File: src/rtl/cir_pkg.sv
package cir_pkg;
    // Register byte offsets; per-core banks use a 4-byte stride.
    localparam int OFS_STEER    = 'h0C;
    localparam int OFS_PMU_SET  = 'h10;
    localparam int OFS_PMU_CLR  = 'h14;
    localparam int OFS_TMR_BASE = 'h40;
    localparam int OFS_MBX_BASE = 'h50;
    localparam int OFS_IRQ_BASE = 'h60;
    localparam int OFS_FIQ_BASE = 'h70;

    localparam int GRP     = 4;          // sources per timer / mailbox group
    localparam int CTL_W   = 2 * GRP;    // IRQ nibble + FIQ nibble
    localparam int PEND_W  = 10;
    localparam int BIT_TMR = 0;
    localparam int BIT_MBX = GRP;
    localparam int BIT_SHR = 2 * GRP;
    localparam int BIT_PMU = 2 * GRP + 1;
endpackage

File: src/rtl/cir_regs.sv
module cir_regs
    import cir_pkg::*;
#(
    parameter int NUM_CORES = 4,
    parameter int ADDR_W    = 8,
    parameter int DATA_W    = 32,
    parameter int CW        = 2
) (
    input  logic                         clk,
    input  logic                         rst_n,
    input  logic                         we,
    input  logic [ADDR_W-1:0]            addr,
    input  logic [DATA_W-1:0]            wdata,
    output logic [NUM_CORES*CTL_W-1:0]   tmr_ctl_o,
    output logic [NUM_CORES*CTL_W-1:0]   mbx_ctl_o,
    output logic [2*CW-1:0]              steer_o,
    output logic [NUM_CORES-1:0]         pmu_en_o
);
    typedef struct packed {
        logic [NUM_CORES-1:0][CTL_W-1:0] tmr;
        logic [NUM_CORES-1:0][CTL_W-1:0] mbx;
        logic [2*CW-1:0]                 steer;
        logic [NUM_CORES-1:0]            pmu;
    } regs_t;

    regs_t st_d, st_q;

    always_comb begin
        st_d = st_q;
        if (we) begin
            if (addr == ADDR_W'(OFS_STEER))
                st_d.steer = wdata[2*CW-1:0];
            if (addr == ADDR_W'(OFS_PMU_SET))
                st_d.pmu = st_q.pmu | wdata[NUM_CORES-1:0];
            if (addr == ADDR_W'(OFS_PMU_CLR))
                st_d.pmu = st_q.pmu & ~wdata[NUM_CORES-1:0];
            for (int c = 0; c < NUM_CORES; c++) begin
                if (addr == ADDR_W'(OFS_TMR_BASE + 4 * c))
                    st_d.tmr[c] = wdata[CTL_W-1:0];
                if (addr == ADDR_W'(OFS_MBX_BASE + 4 * c))
                    st_d.mbx[c] = wdata[CTL_W-1:0];
            end
        end
    end

    always_ff @(posedge clk or negedge rst_n) begin
        if (!rst_n) st_q <= '0;
        else        st_q <= st_d;
    end

    assign tmr_ctl_o = st_q.tmr;
    assign mbx_ctl_o = st_q.mbx;
    assign steer_o   = st_q.steer;
    assign pmu_en_o  = st_q.pmu;
endmodule

File: src/rtl/cir_core_pend.sv
module cir_core_pend
    import cir_pkg::*;
#(
    parameter int CW      = 2,
    parameter int CORE_ID = 0
) (
    input  logic [CTL_W-1:0]  tmr_ctl,
    input  logic [CTL_W-1:0]  mbx_ctl,
    input  logic [GRP-1:0]    tmr_line,
    input  logic [GRP-1:0]    mbx_line,
    input  logic              shr_irq,
    input  logic              shr_fiq,
    input  logic [CW-1:0]     irq_tgt,
    input  logic [CW-1:0]     fiq_tgt,
    input  logic              pmu_line,
    input  logic              pmu_en,
    output logic [PEND_W-1:0] irq_pend,
    output logic [PEND_W-1:0] fiq_pend,
    output logic              irq,
    output logic              fiq
);
    always_comb begin
        irq_pend = '0;
        fiq_pend = '0;
        for (int k = 0; k < GRP; k++) begin
            // Fast enable takes the source away from the normal path.
            if (tmr_line[k]) begin
                if (tmr_ctl[GRP+k])  fiq_pend[BIT_TMR+k] = 1'b1;
                else if (tmr_ctl[k]) irq_pend[BIT_TMR+k] = 1'b1;
            end
            if (mbx_line[k]) begin
                if (mbx_ctl[GRP+k])  fiq_pend[BIT_MBX+k] = 1'b1;
                else if (mbx_ctl[k]) irq_pend[BIT_MBX+k] = 1'b1;
            end
        end
        irq_pend[BIT_SHR] = shr_irq && (irq_tgt == CW'(CORE_ID));
        fiq_pend[BIT_SHR] = shr_fiq && (fiq_tgt == CW'(CORE_ID));
        irq_pend[BIT_PMU] = pmu_line && pmu_en;
    end

    assign irq = |irq_pend;
    assign fiq = |fiq_pend;
endmodule

File: src/rtl/cir_rdmux.sv
module cir_rdmux
    import cir_pkg::*;
#(
    parameter int NUM_CORES = 4,
    parameter int ADDR_W    = 8,
    parameter int DATA_W    = 32,
    parameter int CW        = 2
) (
    input  logic [ADDR_W-1:0]           addr,
    input  logic [NUM_CORES*CTL_W-1:0]  tmr_ctl,
    input  logic [NUM_CORES*CTL_W-1:0]  mbx_ctl,
    input  logic [2*CW-1:0]             steer,
    input  logic [NUM_CORES-1:0]        pmu_en,
    input  logic [NUM_CORES*PEND_W-1:0] irq_pend,
    input  logic [NUM_CORES*PEND_W-1:0] fiq_pend,
    output logic [DATA_W-1:0]           rdata
);
    always_comb begin
        rdata = '0;
        if (addr == ADDR_W'(OFS_STEER))   rdata[2*CW-1:0]    = steer;
        if (addr == ADDR_W'(OFS_PMU_SET)) rdata[NUM_CORES-1:0] = pmu_en;
        for (int c = 0; c < NUM_CORES; c++) begin
            if (addr == ADDR_W'(OFS_TMR_BASE + 4 * c))
                rdata[CTL_W-1:0] = tmr_ctl[c*CTL_W +: CTL_W];
            if (addr == ADDR_W'(OFS_MBX_BASE + 4 * c))
                rdata[CTL_W-1:0] = mbx_ctl[c*CTL_W +: CTL_W];
            if (addr == ADDR_W'(OFS_IRQ_BASE + 4 * c))
                rdata[PEND_W-1:0] = irq_pend[c*PEND_W +: PEND_W];
            if (addr == ADDR_W'(OFS_FIQ_BASE + 4 * c))
                rdata[PEND_W-1:0] = fiq_pend[c*PEND_W +: PEND_W];
        end
    end
endmodule

File: src/rtl/core_irq_router.sv
module core_irq_router
    import cir_pkg::*;
#(
    parameter int NUM_CORES = 4,   // 1..4, bounded by the 4-slot banks
    parameter int ADDR_W    = 8,
    parameter int DATA_W    = 32
) (
    input  logic                     clk,
    input  logic                     rst_n,
    input  logic                     reg_we,
    input  logic [ADDR_W-1:0]        reg_addr,
    input  logic [DATA_W-1:0]        reg_wdata,
    output logic [DATA_W-1:0]        reg_rdata,
    input  logic [NUM_CORES*GRP-1:0] timer_in,
    input  logic [NUM_CORES*GRP-1:0] mbox_in,
    input  logic                     shared_irq_in,
    input  logic                     shared_fiq_in,
    input  logic [NUM_CORES-1:0]     pmu_in,
    output logic [NUM_CORES-1:0]     irq_out,
    output logic [NUM_CORES-1:0]     fiq_out
);
    localparam int CW = (NUM_CORES > 1) ? $clog2(NUM_CORES) : 1;

    logic [NUM_CORES*CTL_W-1:0]  tmr_ctl;
    logic [NUM_CORES*CTL_W-1:0]  mbx_ctl;
    logic [2*CW-1:0]             steer;
    logic [NUM_CORES-1:0]        pmu_en;
    logic [NUM_CORES*PEND_W-1:0] irq_pend_all;
    logic [NUM_CORES*PEND_W-1:0] fiq_pend_all;

    cir_regs #(
        .NUM_CORES(NUM_CORES), .ADDR_W(ADDR_W), .DATA_W(DATA_W), .CW(CW)
    ) regs_i (
        .clk(clk), .rst_n(rst_n), .we(reg_we), .addr(reg_addr),
        .wdata(reg_wdata), .tmr_ctl_o(tmr_ctl), .mbx_ctl_o(mbx_ctl),
        .steer_o(steer), .pmu_en_o(pmu_en)
    );

    for (genvar c = 0; c < NUM_CORES; c++) begin : g_core
        cir_core_pend #(.CW(CW), .CORE_ID(c)) pend_i (
            .tmr_ctl (tmr_ctl[c*CTL_W +: CTL_W]),
            .mbx_ctl (mbx_ctl[c*CTL_W +: CTL_W]),
            .tmr_line(timer_in[c*GRP +: GRP]),
            .mbx_line(mbox_in[c*GRP +: GRP]),
            .shr_irq (shared_irq_in),
            .shr_fiq (shared_fiq_in),
            .irq_tgt (steer[CW-1:0]),
            .fiq_tgt (steer[2*CW-1:CW]),
            .pmu_line(pmu_in[c]),
            .pmu_en  (pmu_en[c]),
            .irq_pend(irq_pend_all[c*PEND_W +: PEND_W]),
            .fiq_pend(fiq_pend_all[c*PEND_W +: PEND_W]),
            .irq     (irq_out[c]),
            .fiq     (fiq_out[c])
        );
    end

    cir_rdmux #(
        .NUM_CORES(NUM_CORES), .ADDR_W(ADDR_W), .DATA_W(DATA_W), .CW(CW)
    ) rdmux_i (
        .addr(reg_addr), .tmr_ctl(tmr_ctl), .mbx_ctl(mbx_ctl), .steer(steer),
        .pmu_en(pmu_en), .irq_pend(irq_pend_all), .fiq_pend(fiq_pend_all),
        .rdata(reg_rdata)
    );
endmodule

File: config.mk
export PLATFORM = sky130hd
export DESIGN_NAME = core_irq_router
export DESIGN_NICKNAME = d
export VERILOG_FILES = /design/src/rtl/cir_pkg.sv /design/src/rtl/cir_regs.sv /design/src/rtl/cir_core_pend.sv /design/src/rtl/cir_rdmux.sv /design/src/rtl/core_irq_router.sv
export SDC_FILE = /design/constraint.sdc
export NUM_CORES = 1
export LEC_CHECK = 0
export BUFFER_PORTS_ARGS = -buffer_cell sky130_fd_sc_hd__buf_2
export CELL_PAD_IN_SITES_DETAIL_PLACEMENT = 1
export CELL_PAD_IN_SITES_GLOBAL_PLACEMENT = 1
export CORE_UTILIZATION = 43
export DETAILED_ROUTE_END_ITERATION = 10
export HOLD_SLACK_MARGIN = 0.03
export MAX_ROUTING_LAYER = met4
export PLACE_DENSITY = 0.92
export SYNTH_ARGS = -nofsm -noshare
export SYNTH_HDL_FRONTEND = slang
export SYNTH_HIERARCHICAL = 1
export SYNTH_SLANG_ARGS = --single-unit
export TNS_END_PERCENT = 100
File: constraint.sdc
create_clock -name clk -period 5.45 [get_ports clk]
set_input_delay 1.635 -clock clk [delete_from_list [all_inputs] [get_ports clk]]
set_output_delay 1.635 -clock clk [all_outputs]
set_load 0.05 [all_outputs]
After elaboration in Yosys (flattened, before gate mapping)
Cells that the tools add are included.
{"block": "word_totals", "n_memories": 0, "rom_bits": 0, "ram_bits": 0, "latch_bits": 0, "output_inout_bits": 40, "input_bits": 81, "regBits": 72, "wordCells": 251}
{"block": "classes", "bitwise": 3, "n_reduce_logical": 33, "shift": 0, "n_addsub": 0, "n_eq_ne": 25, "div_mod_pow": 0, "n_mux": 180, "order_cmp": 0, "mul": 0}
{"operator": "$mux W1", "n": 160}
{"operator": "$eq A8 B7 Y1 const B", "n": 16}
{"operator": "$mux W10", "n": 8}
{"operator": "$mux W8", "n": 8}
{"operator": "$reduce_or A10 Y1", "n": 4}
{"operator": "$reduce_or A9 Y1", "n": 4}
{"operator": "$reduce_and A2 Y1", "n": 10}
{"operator": "$eq A8 B5 Y1 const B", "n": 2}
{"operator": "$mux W4", "n": 4}
{"operator": "$logic_and A1 B1 Y1", "n": 12}
{"operator": "$eq A2 B2 Y1 const B", "n": 4}
{"operator": "$eq A8 B4 Y1 const B", "n": 1}
{"operator": "$and A4 B4 Y4", "n": 1}
{"operator": "$eq A2 B1 Y1 const B", "n": 2}
{"operator": "$logic_not A2 Y1", "n": 2}
{"operator": "$not A4 Y4", "n": 1}
{"operator": "$or A4 B4 Y4", "n": 1}
{"operator": "$reduce_bool A2 Y1", "n": 1}

Longest topological paths before layout
{"block": "depth", "ltp_word": 19, "ltp_mapped": 8}

Hierarchy
Netlist, hierarchy kept.
{"module": "cir_regs", "seq_area_each_um2": 1801.7, "cells_per_inst": 178, "area_each_um2": 2920.3, "n_inst": 1}
{"module": "cir_rdmux", "seq_area_each_um2": 0.0, "cells_per_inst": 303, "area_each_um2": 2059.5, "n_inst": 1}
{"module": "cir_core_pend at g_core[1].pend_i ...", "seq_area_each_um2": 0.0, "cells_per_inst": 36, "area_each_um2": 229.0, "n_inst": 2}
{"module": "cir_core_pend at g_core[3].pend_i", "seq_area_each_um2": 0.0, "cells_per_inst": 33, "area_each_um2": 222.7, "n_inst": 1}
{"module": "cir_core_pend at g_core[0].pend_i", "seq_area_each_um2": 0.0, "cells_per_inst": 32, "area_each_um2": 216.5, "n_inst": 1}

Worst setup path after synthesis
OpenSTA, ideal clock, no wires.
{"block": "synth_path", "kind": "input to output", "startpoint": "input reg_addr[0]", "endpoint": "output reg_rdata[0]", "t_arrival_ns": 4.087, "path_slack_ns": -0.272, "t_required_ns": 3.815, "cell_stages": 6, "path_buffers": 1, "path_cell_list": "buf_2 nor4_2 nand2_1 o32a_1 a2bb2oi_1 o31ai_1"}
{"block": "synth_via", "elab_chain_cells": 19, "elab_cells_between_ends": 36}
{"item": "from (decl)", "line": "core_irq_router.sv:11", "source": "input logic [ADDR_W-1:0] reg_addr,"}
{"item": "$eq A8 B4 Y1", "line": "cir_rdmux.sv:20", "source": "if (addr == ADDR_W'(OFS_STEER)) rdata[2*CW-1:0] = steer;"}
{"item": "$mux W4", "line": "cir_rdmux.sv:20"}
{"item": "$mux W4", "line": "cir_rdmux.sv:21", "source": "if (addr == ADDR_W'(OFS_PMU_SET)) rdata[NUM_CORES-1:0] = pmu_en;"}
{"item": "$mux W8", "line": "cir_rdmux.sv:23", "source": "if (addr == ADDR_W'(OFS_TMR_BASE + 4 * c))"}
{"item": "$mux W8", "line": "cir_rdmux.sv:25", "source": "if (addr == ADDR_W'(OFS_MBX_BASE + 4 * c))"}
{"item": "$mux W10", "line": "cir_rdmux.sv:27", "source": "if (addr == ADDR_W'(OFS_IRQ_BASE + 4 * c))"}
{"item": "$mux W10", "line": "cir_rdmux.sv:29", "source": "if (addr == ADDR_W'(OFS_FIQ_BASE + 4 * c))"}
{"item": "$mux W8", "line": "cir_rdmux.sv:23"}
{"item": "[3 not listed]"}
{"item": "$mux W8", "line": "cir_rdmux.sv:23"}
{"item": "$mux W8", "line": "cir_rdmux.sv:25"}
{"item": "$mux W10", "line": "cir_rdmux.sv:27"}
{"item": "$mux W10", "line": "cir_rdmux.sv:29"}
{"item": "$mux W8", "line": "cir_rdmux.sv:23"}
{"item": "$mux W8", "line": "cir_rdmux.sv:25"}
{"item": "$mux W10", "line": "cir_rdmux.sv:27"}
{"item": "$mux W10 *", "line": "cir_rdmux.sv:29"}
{"item": "to (decl)", "line": "core_irq_router.sv:13", "source": "output logic [DATA_W-1:0] reg_rdata,"}
Every way passes the cells marked *; elsewhere a longest branch is shown, timed or not.

Worst setup path in the final report
{"block": "layout_path", "startpoint": "input reg_addr[3]", "endpoint": "output reg_rdata[3]"}
The elaborated chain is that of the path after synthesis.

==> metrics list <==
* Result of the run: finished clean
* Main combinational cell family by area after synthesis: simple AND/OR/NAND/NOR gates
- Vias after detailed routing: roughly 5.5k
- Buffers added to address setup during post-CTS repair amount to 0.
* Hold slack: 528 ps
- Critical R2R Capture: regs_i/steer_o[3]
- Worst Hold Depth: 1
* Final min period: 5380 ps
- # Max-Cap Violations: 0
- Number of rows created at floorplan: 42
- Mean routed wirelength per cell: 25.3 µm
- Of the total synthesized cell area, the portion taken by AND, OR, NAND and NOR gates is 0.265.
* Grt peak-use layer: met2
* Number of global-route vias before repair: 5678
- Before antenna repair, the detailed router went through 5 iterations.
* Maximum count of clock buffers along a single path: 2
- Ports: between 100 and 150
* Crit start category: input port
* Wire length of the first global-routing pass: 33.8 mm
* Remaining Overflow, GRT: 0
* Fmax achieved: 0.186 GHz
- At the end of routability-driven placement, the weighted congestion stood at roughly 1.0.
* Instance area at placement: 6460 µm²
- Largest net degree at the start of global routing: 46
* Worst reg-to-reg path cell count: 1
* Xor/xnor cell area share of the yosys netlist: 0.00149
- After detailed routing, the number of remaining DRC violations is 0.
- In the synthesized netlist the async set-or-reset flop fraction comes to 1.00.
- The cell sitting at the root of the clock tree is a sky130_fd_sc_hd__clkbuf_16.
- The library cell used most frequently in the layout, excluding fill and tap cells, is sky130_fd_sc_hd__mux2_2.
- The detailed router finished its first iteration with approximately 440 violations.
* Actual slew at the worst max-slew pin: 767 ps
- Slew headroom: 0.489
* Clock-pin slew on the worst setup and hold paths: ~60 ps
- VDD IR max: between 0.1 and 0.15 mV
* Worst Path Arrival: around 3800 ps
- Core ar.: 13300 µm²
- The filler cells instantiated in the layout total 1536.
- Post-cts hold buffer count: 0
- For this run, global-route usage on met1 was measured as 0.417.
- Summed over all layers, the routed wires come to 22.0 mm.
- Count of input and output buffers: 74
* Synthesized netlist cell count: 618
- Along the worst path, the maximum fanout reaches 9.
- The number of placed instances, taps included, is 856.
- Worst clock skew: 0 ps
- Layout cells sized above 1: 0.351
- The finished layout holds 873 standard cells, fillers aside.
* Final Instance Area: 6770 µm²
- Met2 Resource Use GR: 0.521
- Clock tree sinks: 72
- Area growth from synthesis to final layout: 15.2%
* Fraction of the yosys area taken by sequential cells: 0.307
- For this configuration, the core starts out at a cell density of 0.442.
- Post-CTS sizing: 0
* Hpwl dp: 17.0 mm
- Clock tree from TritonCTS: done
- The net count of the finished layout is just under 800.
- Of the total synthesized cell area, the portion taken by full adders, half adders and majority gates is 0.
* Type of the tightest min-delay check: reg2reg
* Total power per unit cell area: 218 nW/µm²
* Residual antenna-violating net count after detailed routing: 0
- The number of antenna violations at the first check in global routing was 1.
- The library cells used most frequently in the layout, excluding fill and tap cells, are sky130_fd_sc_hd__mux2_2, sky130_fd_sc_hd__buf_2, sky130_fd_sc_hd__dfrtp_1.
* Avg Cell Area, Syn: 9.51 µm²
* Synthesized cell area: a little under 6000 µm²
* Crit. End Element: primary output
- Critical-path cell list: buf_2 > or4b_1 > or4_4 > a2bb2oi_2 > a2111oi_1 > a211oi_2 > clkbuf_4
- Count of pins over their slew limit: 0
* Total count of hold-check failures in the final report: 0
- For this run, the total global-route usage over all layers was measured as 0.329.
- Vias per Instance: 6.26
- Setup repair after global routing left no endpoint under its margin.
- Summed over all cells, the static leakage comes to 0.00323 µW.
- Required time at the worst-slack endpoint: 3820 ps
- Master of the slowest instance on the critical path: sky130_fd_sc_hd__or4b_1
- Share of cell area taken by muxes after synthesis: 0.187
* Ys flop type: sky130_fd_sc_hd__dfrtp_1
- Setup slack on the worst flop-to-flop path: 4580 ps
- Synthesis Warnings: 6
- Cell variety after synth: 77
- Min-delay src: regs_i/tmr_ctl_o[16]
- The die is 119 µm tall.
- H-tree levels: 3
* Total of flip-flops plus latches after synthesis: 72
* Final setup fails: 0
- Number of CTS-inserted buffers: 9
- The die covers 14100 µm².
* Final clock period utilization by the worst path: 0.988
* Fraction of the mapped netlist area in compound gates: 0.162
* Count of flip-flops with a built-in enable after synthesis: 0
* Chip width: around 120 µm
- Summed negative setup slack over all endpoints: 0 ps
* Routing usage on met3: 0.0690
- In this run the critical register-to-register path is launched from regs_i/steer_o[3].
- Stage delay of the slowest cell on the critical path: ~570 ps
- The later pin in the worst-skew pair is clocked with a latency of 330 ps.
* Worst Path Class, Setup: in2out
- Endpoint of the worst hold-timing path: regs_i/tmr_ctl_o[16]
==> area by class of cell <==
| class | count | area (µm²) | share of cell area |
|---|---|---|---|
| clock inverters | 6 | 42.5 | 0.00629 |
| diodes | 1 | 2.50 | 0.000370 |
| inverters | 19 | 75.1 | 0.0111 |
| well taps | 176 | 220 | 0.0325 |
| flip-flops and latches | 72 | 1800 | 0.266 |
| multi-input cells | 483 | 3750 | 0.554 |
| clock buffers | 10 | 239 | 0.0353 |
| repair buffers | 106 | 638 | 0.0943 |
==> per-layer routing <==
metal | up-vias | share of wire
li1 | 2402 | -
met1 | 2755 | 0.42
met2 | 252 | 0.47
met3 | 57 | 0.073
met4 | 0 | 0.032
met5 | - | 0
==> kinds of logic (layout without fill, tap and decap cells) <==
family                    count (synthesis)  count (layout)
DFF                                      72              72
and+or+nand+nor                         231             231
muxes                                    94              94
AOI/OAI and AO/OA                       131             131
buffers and inverters                    84             141
other                                     5              27
xor gates and xnor gates                  1               1
==> critical path: cells and delay by family <==
family,cells,cell delay [ps]
compound gates,3,560
buf+inv,2,470
simple gates,2,1090
==> power by group <==
part           leakage [µW]  switching [µW]  total (µW)  internal (µW)
Sequential         0.000974            28.2         588            560
Combinational       0.00212             217         324            107
Clock              0.000135             241         562            321
==> cell usage after synthesis (4+ instances only) <==
| library cell | number | share of area |
|---|---|---|
| sky130_fd_sc_hd__a211oi_1 | 11 | 0.014 |
| sky130_fd_sc_hd__a21oi_1 | 20 | 0.017 |
| sky130_fd_sc_hd__a22oi_1 | 9 | 0.011 |
| sky130_fd_sc_hd__a2bb2oi_1 | 8 | 0.012 |
| sky130_fd_sc_hd__and2_1 | 32 | 0.034 |
| sky130_fd_sc_hd__and2_4 | 6 | 0.0089 |
| sky130_fd_sc_hd__and3_1 | 6 | 0.0064 |
| sky130_fd_sc_hd__and3b_1 | 17 | 0.025 |
| sky130_fd_sc_hd__buf_1 | 6 | 0.0038 |
| sky130_fd_sc_hd__buf_2 | 9 | 0.0077 |
| sky130_fd_sc_hd__buf_4 | 28 | 0.036 |
| sky130_fd_sc_hd__clkbuf_1 | 21 | 0.013 |
| sky130_fd_sc_hd__conb_1 | 5 | 0.0032 |
| sky130_fd_sc_hd__dfrtp_1 | 72 | 0.31 |
| sky130_fd_sc_hd__inv_1 | 18 | 0.011 |
| sky130_fd_sc_hd__mux2_2 | 74 | 0.14 |
| sky130_fd_sc_hd__mux2i_1 | 14 | 0.024 |
| sky130_fd_sc_hd__mux4_2 | 5 | 0.019 |
| sky130_fd_sc_hd__nand2_1 | 30 | 0.019 |
| sky130_fd_sc_hd__nand2b_1 | 7 | 0.0075 |
| sky130_fd_sc_hd__nand3_1 | 12 | 0.010 |
| sky130_fd_sc_hd__nand3_2 | 5 | 0.0085 |
| sky130_fd_sc_hd__nand3b_1 | 13 | 0.017 |
| sky130_fd_sc_hd__nand4_1 | 4 | 0.0043 |
| sky130_fd_sc_hd__nor2_1 | 34 | 0.022 |
| sky130_fd_sc_hd__nor2b_1 | 12 | 0.013 |
| sky130_fd_sc_hd__nor3_1 | 8 | 0.0068 |
| sky130_fd_sc_hd__nor3b_1 | 4 | 0.0051 |
| sky130_fd_sc_hd__nor4bb_1 | 5 | 0.0085 |
| sky130_fd_sc_hd__o2111ai_1 | 4 | 0.0060 |
| sky130_fd_sc_hd__o211ai_1 | 4 | 0.0051 |
| sky130_fd_sc_hd__o21ai_0 | 20 | 0.017 |
| sky130_fd_sc_hd__o221ai_1 | 4 | 0.0060 |
| sky130_fd_sc_hd__o22ai_1 | 11 | 0.012 |
| sky130_fd_sc_hd__o2bb2ai_1 | 6 | 0.0089 |
| sky130_fd_sc_hd__o31ai_1 | 4 | 0.0051 |
==> sequential cells by signal, summed over array words and instances, names as in the netlist, named ones only <==
name,count
regs_i/tmr_ctl_o,32
regs_i/steer_o,4
regs_i/mbx_ctl_o,32
==> how the worst max path moves through the flow <==
stage | cells past startpoint | to | from | slack (ps)
final | 7 | reg_rdata[3] | reg_addr[3] | 70
after global routing | 9 | reg_rdata[3] | reg_addr[0] | 6
after global placement | 9 | reg_rdata[3] | reg_addr[5] | 110
after detailed placement | 8 | reg_rdata[3] | reg_addr[0] | 80
after CTS | 9 | reg_rdata[3] | reg_addr[5] | 60
after floorplan | 7 | reg_rdata[3] | reg_addr[0] | 4
==> through the flow <==
step,worst slack [ps],total power (µW),util
final,65.3,1470,0.509
after global routing,6.18,1520,0.509
after CTS,57.8,1470,0.507
after detailed placement,82.6,913,0.486
after global placement,110,901,0.486
after floorplan,4.26,806,-
Note: power is estimated with default switching activity, not from simulation.
